$ cat src/rtl/i2c_cr_pkg.sv
package i2c_cr_pkg;
    localparam int          BYTE_W   = 8;
    localparam int          ADDR_W   = 3;
    localparam int          CNT_W    = $clog2(BYTE_W + 1);
    localparam logic [3:0]  DEV_CODE = 4'b1010;

    typedef enum logic [2:0] {
        ST_IDLE, ST_ADDR, ST_RX, ST_ACK, ST_STRETCH, ST_TX, ST_TX_ACK, ST_WAIT
    } slv_state_e;

    function automatic logic [ADDR_W-1:0] eff_addr(input logic [ADDR_W-1:0] pins,
                                                   input logic [ADDR_W-1:0] cfg);
        return (pins != '0) ? pins : cfg;
    endfunction

    function automatic logic addr_hit(input logic [BYTE_W-1:0] b,
                                      input logic [ADDR_W-1:0] a);
        return (b[7:4] == DEV_CODE) && (b[3:1] == a);
    endfunction
endpackage

$ cat src/rtl/i2c_cr_sync.sv
module i2c_cr_sync #(
    parameter int W      = 2,
    parameter int STAGES = 2
) (
    input  logic         clk,
    input  logic         rst,
    input  logic [W-1:0] d,
    output logic [W-1:0] q
);
    logic [W-1:0] st [STAGES];

    for (genvar g = 0; g < STAGES; g++) begin : g_stage
        if (g == 0) begin : g_first
            always_ff @(posedge clk) begin
                if (rst) st[0] <= '1;
                else     st[0] <= d;
            end
        end else begin : g_next
            always_ff @(posedge clk) begin
                if (rst) st[g] <= '1;
                else     st[g] <= st[g-1];
            end
        end
    end

    assign q = st[STAGES-1];
endmodule

$ cat src/rtl/i2c_cr_cond.sv
module i2c_cr_cond (
    input  logic clk,
    input  logic rst,
    input  logic scl_s,
    input  logic sda_s,
    output logic scl_rise,
    output logic scl_fall,
    output logic start_det,
    output logic stop_det
);
    logic scl_q, sda_q;

    always_ff @(posedge clk) begin
        if (rst) begin
            scl_q <= 1'b1;
            sda_q <= 1'b1;
        end else begin
            scl_q <= scl_s;
            sda_q <= sda_s;
        end
    end

    assign scl_rise  = scl_s & ~scl_q;
    assign scl_fall  = ~scl_s & scl_q;
    assign start_det = scl_s & scl_q & sda_q & ~sda_s;
    assign stop_det  = scl_s & scl_q & ~sda_q & sda_s;
endmodule

$ cat src/rtl/i2c_cr_slave.sv
module i2c_cr_slave
    import i2c_cr_pkg::*;
#(
    parameter int SYNC_STAGES = 2
) (
    input  logic              clk,
    input  logic              rst,
    input  logic              scl_i,
    input  logic              sda_i,
    input  logic [ADDR_W-1:0] pin_addr_i,
    input  logic [ADDR_W-1:0] cfg_addr_i,
    output logic              scl_lo_o,
    output logic              sda_lo_o,
    output logic              cmd_valid_o,
    output logic [BYTE_W-1:0] cmd_data_o,
    output logic              cmd_first_o,
    input  logic              resp_ready_i,
    input  logic [BYTE_W-1:0] resp_data_i,
    output logic              resp_take_o
);
    logic [1:0]        lines_s;
    logic              scl_s, sda_s;
    logic              scl_rise, scl_fall, start_det, stop_det;
    slv_state_e        state;
    logic [CNT_W-1:0]  cnt;
    logic [BYTE_W-1:0] sr;
    logic              rd, pending, take_cmd, got_byte, acked;

    i2c_cr_sync #(.W(2), .STAGES(SYNC_STAGES)) u_sync (
        .clk(clk), .rst(rst), .d({scl_i, sda_i}), .q(lines_s)
    );
    assign scl_s = lines_s[1];
    assign sda_s = lines_s[0];

    i2c_cr_cond u_cond (
        .clk(clk), .rst(rst), .scl_s(scl_s), .sda_s(sda_s),
        .scl_rise(scl_rise), .scl_fall(scl_fall),
        .start_det(start_det), .stop_det(stop_det)
    );

    always_ff @(posedge clk) begin
        if (rst) begin
            state <= ST_IDLE;  cnt <= '0;  sr <= '0;  rd <= 1'b0;
            pending <= 1'b0;  take_cmd <= 1'b0;  got_byte <= 1'b0;  acked <= 1'b0;
            scl_lo_o <= 1'b0;  sda_lo_o <= 1'b0;
            cmd_valid_o <= 1'b0;  cmd_data_o <= '0;  cmd_first_o <= 1'b0;
            resp_take_o <= 1'b0;
        end else begin
            cmd_valid_o <= 1'b0;
            resp_take_o <= 1'b0;
            if (start_det || stop_det) begin
                if (take_cmd && got_byte) pending <= 1'b1;
                take_cmd <= 1'b0;
                got_byte <= 1'b0;
                cnt      <= '0;
                sda_lo_o <= 1'b0;
                scl_lo_o <= 1'b0;
                state    <= start_det ? ST_ADDR : ST_IDLE;
            end else begin
                unique case (state)
                    ST_ADDR, ST_RX: begin
                        if (scl_rise) begin
                            sr  <= {sr[BYTE_W-2:0], sda_s};
                            cnt <= cnt + 1'b1;
                        end
                        if (scl_fall && cnt == CNT_W'(BYTE_W)) begin
                            cnt <= '0;
                            if (state == ST_ADDR) begin
                                if (addr_hit(sr, eff_addr(pin_addr_i, cfg_addr_i)) &&
                                    (!sr[0] || pending)) begin
                                    sda_lo_o <= 1'b1;
                                    rd       <= sr[0];
                                    state    <= ST_ACK;
                                    if (sr[0]) pending  <= 1'b0;
                                    else       take_cmd <= !pending;
                                end else begin
                                    state <= ST_IDLE;
                                end
                            end else begin
                                sda_lo_o <= 1'b1;
                                state    <= ST_ACK;
                                if (take_cmd) begin
                                    cmd_valid_o <= 1'b1;
                                    cmd_data_o  <= sr;
                                    cmd_first_o <= !got_byte;
                                    got_byte    <= 1'b1;
                                end
                            end
                        end
                    end
                    ST_ACK: begin
                        if (scl_fall) begin
                            sda_lo_o <= 1'b0;
                            if (rd) begin
                                scl_lo_o <= 1'b1;
                                state    <= ST_STRETCH;
                            end else begin
                                state <= ST_RX;
                            end
                        end
                    end
                    ST_STRETCH: begin
                        if (resp_ready_i) begin
                            sr          <= resp_data_i;
                            sda_lo_o    <= ~resp_data_i[BYTE_W-1];
                            resp_take_o <= 1'b1;
                            scl_lo_o    <= 1'b0;
                            cnt         <= '0;
                            state       <= ST_TX;
                        end
                    end
                    ST_TX: begin
                        if (scl_rise) cnt <= cnt + 1'b1;
                        if (scl_fall) begin
                            if (cnt == CNT_W'(BYTE_W)) begin
                                sda_lo_o <= 1'b0;
                                cnt      <= '0;
                                acked    <= 1'b0;
                                state    <= ST_TX_ACK;
                            end else begin
                                sr       <= {sr[BYTE_W-2:0], 1'b0};
                                sda_lo_o <= ~sr[BYTE_W-2];
                            end
                        end
                    end
                    ST_TX_ACK: begin
                        if (scl_rise) acked <= ~sda_s;
                        if (scl_fall) begin
                            if (acked) begin
                                sr          <= resp_data_i;
                                sda_lo_o    <= ~resp_data_i[BYTE_W-1];
                                resp_take_o <= 1'b1;
                                state       <= ST_TX;
                            end else begin
                                state <= ST_WAIT;
                            end
                        end
                    end
                    default: ;
                endcase
            end
        end
    end

    // the clock stretch begins only as the read-address acknowledge ends
    p_stretch_entry_r6: assert property (@(posedge clk) disable iff (rst)
        $rose(scl_lo_o) |-> $past(state) == ST_ACK);

    // a ready responder ends the stretch on the next cycle
    p_stretch_release_r6: assert property (@(posedge clk) disable iff (rst)
        (scl_lo_o && state == ST_STRETCH && resp_ready_i && !start_det && !stop_det)
        |=> !scl_lo_o);

    // command strobes are single-cycle
    p_cmd_pulse_r4: assert property (@(posedge clk) disable iff (rst)
        cmd_valid_o |=> !cmd_valid_o);

    // a stop releases both lines
    p_stop_release_r10: assert property (@(posedge clk) disable iff (rst)
        stop_det |=> (!sda_lo_o && !scl_lo_o && state == ST_IDLE));

    // after a NACK nothing is taken and SDA stays released
    p_nack_quiet_r9: assert property (@(posedge clk) disable iff (rst)
        state == ST_WAIT |-> (!sda_lo_o && !resp_take_o));
endmodule

$ cat config.mk
export PLATFORM = sky130hd
export DESIGN_NAME = i2c_cr_slave
export DESIGN_NICKNAME = d
export VERILOG_FILES = /design/src/rtl/i2c_cr_pkg.sv /design/src/rtl/i2c_cr_sync.sv /design/src/rtl/i2c_cr_cond.sv /design/src/rtl/i2c_cr_slave.sv
export SDC_FILE = /design/constraint.sdc
export NUM_CORES = 1
export LEC_CHECK = 0
export BUFFER_PORTS_ARGS = -buffer_cell sky130_fd_sc_hd__buf_2
export CORE_ASPECT_RATIO = 1.1
export CORE_MARGIN = 2
export CORE_UTILIZATION = 40
export CTS_CLUSTER_SIZE = 14
export DETAILED_ROUTE_END_ITERATION = 10
export GPL_TIMING_DRIVEN = 1
export PLACE_DENSITY_LB_ADDON = 0.15
export SYNTH_ARGS = -nofsm -noshare
export SYNTH_HDL_FRONTEND = slang
export SYNTH_SLANG_ARGS = --single-unit
$ cat constraint.sdc
create_clock -name clk -period 2 [get_ports clk]
set_input_delay 0.3 -clock clk [delete_from_list [all_inputs] [get_ports clk]]
set_output_delay 0.3 -clock clk [all_outputs]
set_load 0.02 [all_outputs]
==> results.json <==
{
  "hold_viol": 0,
  "critical_path_required_ps": 2160,
  "cp_max_fo": 3,
  "die_height_um": 78.4,
  "finalSetupTns_ps": 0,
  "status": "complete, no violations",
  "numCtsBuffers": 5,
  "cts.sinks": 39,
  "overflow": 0,
  "clockBufferDepth": 2,
  "drive_above_1_share": 0.300,
  "ys_seq_area_frac": 0.388,
  "period_needed_ps": 1910,
  "drv_slew": 0,
  "drt_iter0_markers": 136,
  "critPathKind": "reg2reg",
  "max_freq_mhz": 525,
  "cts_tree": "built",
  "p_per_area_nw_per_um2": 603,
  "synth_cells": 246,
  "globalplace.congestion": 0.869,
  "post-route-period-util": 0.953,
  "cts-root-buf": "clkbuf_8",
  "die_x_um": 71.6,
  "drv_cap": 0,
  "crit_arrival_ps": 2070,
  "ant_nets": 0,
  "htreeDepth": 2,
  "ys.flop_type": "dfxtp_1",
  "p_total_mw": 1.55,
  "grt_antenna_before_repair": 0,
  "syn_area_um2": 2010,
  "vias": 1927,
  "io_pins": 32,
  "grt_max_degree": 23,
  "viasPerCell": 5.34,
  "insertion_delay_ps": 300,
  "relSlewSlack": 0.562,
  "path_clk_slew_ps": 90,
  "grtUsageTotal": 0.190,
  "finClkSkew_ps": 11.8,
  "hold_slack_ps": 187,
  "row_count": 27,
  "hold_class": "in2reg",
  "synth-seq-cells": 39,
  "dpl.hpwl_um": 3650,
  "fin_ws_ps": 93.5,
  "cp-end-kind": "flop",
  "worst_path_max_delay_cell": "dfxtp_2",
  "synth_enable_flop_cells": 0,
  "first_pass_iters": 4,
  "async_flop_share": 0,
  "antenna_cells": 0,
  "grt_pass1_wl_um": 8440,
  "drc": 0,
  "wl_per_cell_um": 13.9,
  "pre_cts_ws_ps": -84.7,
  "io_buffers": 31,
  "postCtsHoldBufs": 0,
  "worstPathCellList": "inv_1 > ha_2 > and3b_2 > a21o_1 > a221oi_4 > nand2_1 > a221oi_1 > a211oi_2",
  "ys_warn_count": 0,
  "grt_pass1_vias": 1820,
  "setup_viol": 0,
  "finalWirelength_um": 5020,
  "max_stage_delay_ps": 330,
  "design.core.area_um2": 4930,
  "power_leakage_nw": 1.04,
  "rsz0062_at_grt": "true",
  "critPathLaunchType": "flop",
  "syn_nets": 267,
  "synth_area_per_cell_um2": 8.18,
  "initial_core_util": 0.408,
  "layout.nets": 323,
  "die_area_um2": 5610,
  "ir_drop_uv": 555,
  "yosysUniqueCellTypes": 47,
  "synthToLayoutAreaGrowth_pct": 28.2,
  "worstMarginPinSlew_ps": 655
}
-- logic make-up (layout without fill, tap and decap cells) --
group	after synthesis	in the layout	share of synthesized area
buf+inv	21	78	0.0404
mux	11	11	0.0553
flops	39	39	0.388
compound gates	66	66	0.222
fa+ha+maj	2	2	0.0124
simple gates	102	102	0.260
xor+xnor	5	5	0.0218
-- critical path, delay by kind of cell (launching register included) --
| family | cells | cell delay (ps) |
|---|---|---|
| simple gates | 2 | 340 |
| buf+inv | 1 | 40 |
| flops | 1 | 330 |
| fa+ha+maj | 1 | 190 |
| compound gates | 4 | 880 |
-- power by group --
| group | switching (mW) | total, mW | internal [mW] |
|---|---|---|---|
| clock network | 0.293 | 0.665 | 0.372 |
| registers | 0.00577 | 0.788 | 0.783 |
| logic | 0.0534 | 0.101 | 0.0473 |
| total | 0.352 | 1.55 | 1.20 |
-- cell usage after synthesis, drive strengths merged (2+ instances only) --
cell type | count | area share
nand3 | 6 | 0.015
nor3b | 6 | 0.025
a211oi | 3 | 0.011
nor2b | 7 | 0.022
a221oi | 3 | 0.016
nand2b | 5 | 0.016
buf | 2 | 0.0050
mux2i | 10 | 0.050
a21boi | 2 | 0.0093
a311oi | 7 | 0.030
xnor2 | 3 | 0.013
or4 | 2 | 0.0093
and2 | 2 | 0.0062
clkbuf | 13 | 0.024
ha | 2 | 0.012
or3 | 2 | 0.0062
nor2 | 18 | 0.034
a21oi | 23 | 0.057
o22ai | 5 | 0.016
or2 | 6 | 0.019
nand2 | 33 | 0.062
dfxtp | 39 | 0.39
and3 | 4 | 0.012
inv | 6 | 0.011
o211ai | 2 | 0.0075
o21ai | 8 | 0.020
nand4 | 3 | 0.0093
o21a | 3 | 0.011
nor3 | 5 | 0.012
a21o | 3 | 0.011
xor2 | 2 | 0.0087
-- registers in the layout, indices dropped and copies added, names as in the netlist --
register      cells
resp_take_o       1
pending           1
take_cmd          1
cnt               4
scl_lo_o          1
u_sync.st         4
acked             1
cmd_first_o       1
got_byte          1
cmd_data_o        8
rd                1
sr                8
state             3
cmd_valid_o       1
sda_lo_o          1
u_cond.scl_q      1
u_cond.sda_q      1
-- path summary, 6_finish.rpt --
check             startpoint         endpoint  slack [ps]  cells past startpoint
max                   cnt[0]            sr[0]          90                      8
min                    scl_i  u_sync.st[0][1]         190                      2
max reg2reg           cnt[0]            sr[0]          90                      8
min reg2reg  u_sync.st[0][0]  u_sync.st[1][0]         410                      1
-- placed cells by master (no fill, tap or decap), types with 2 or more instances in the layout --
cell      instances
a211oi_1          2
buf_2            32
nor3_2            2
a221oi_1          2
o22ai_1           5
mux2i_1          10
nand4_1           3
and3_1            4
nor2_1           18
nor2b_1           7
buf_4            31
dfxtp_2           2
a21o_1            3
dfxtp_1          37
xor2_1            2
nand3_1           6
xnor2_1           3
inv_1             6
or2_2             6
a21oi_1          22
nor3_1            3
o21ai_0           8
a311oi_1          7
o211ai_1          2
nand2b_1          5
nand2_1          33
o21a_1            3
or3_1             2
clkbuf_8          5
nor3b_1           5
-- final cells by class --
| cell class | instances | area (µm²) |
|---|---|---|
| fillers | 493 | 2350 |
| multi-input cells | 186 | 1180 |
| flip-flops and latches | 39 | 783 |
| repair buffers | 64 | 404 |
| well taps | 58 | 72.6 |
| clock buffers | 5 | 68.8 |
| clock inverters | 3 | 43.8 |
| inverters | 6 | 22.5 |
-- per-layer routing --
metal | share of wire | up-vias | track usage
met5 | 0 | - | 0
met4 | 0.017 | 0 | 0.0604
met3 | 0.028 | 7 | 0.0347
met2 | 0.49 | 36 | 0.327
met1 | 0.46 | 887 | 0.237
li1 | - | 997 | -
-- stage by stage --
stage | utilization | std cells | instance area, µm²
2_1_floorplan | - | 246 | 2010
3_3_place_gp | 0.489 | 351 | 2410
3_5_place_dp | 0.489 | 351 | 2410
4_1_cts | 0.512 | 359 | 2530
5_1_grt | 0.523 | 361 | 2580
6_report | 0.523 | 361 | 2580
-- repair_timing --
item,CTS,global route
endpoints found under the setup margin,0,11
setup buffers,0,1
gates resized for setup,0,11
endpoints found under the hold margin,0,0
No activity file was read; power rests on OpenSTA's default activity.
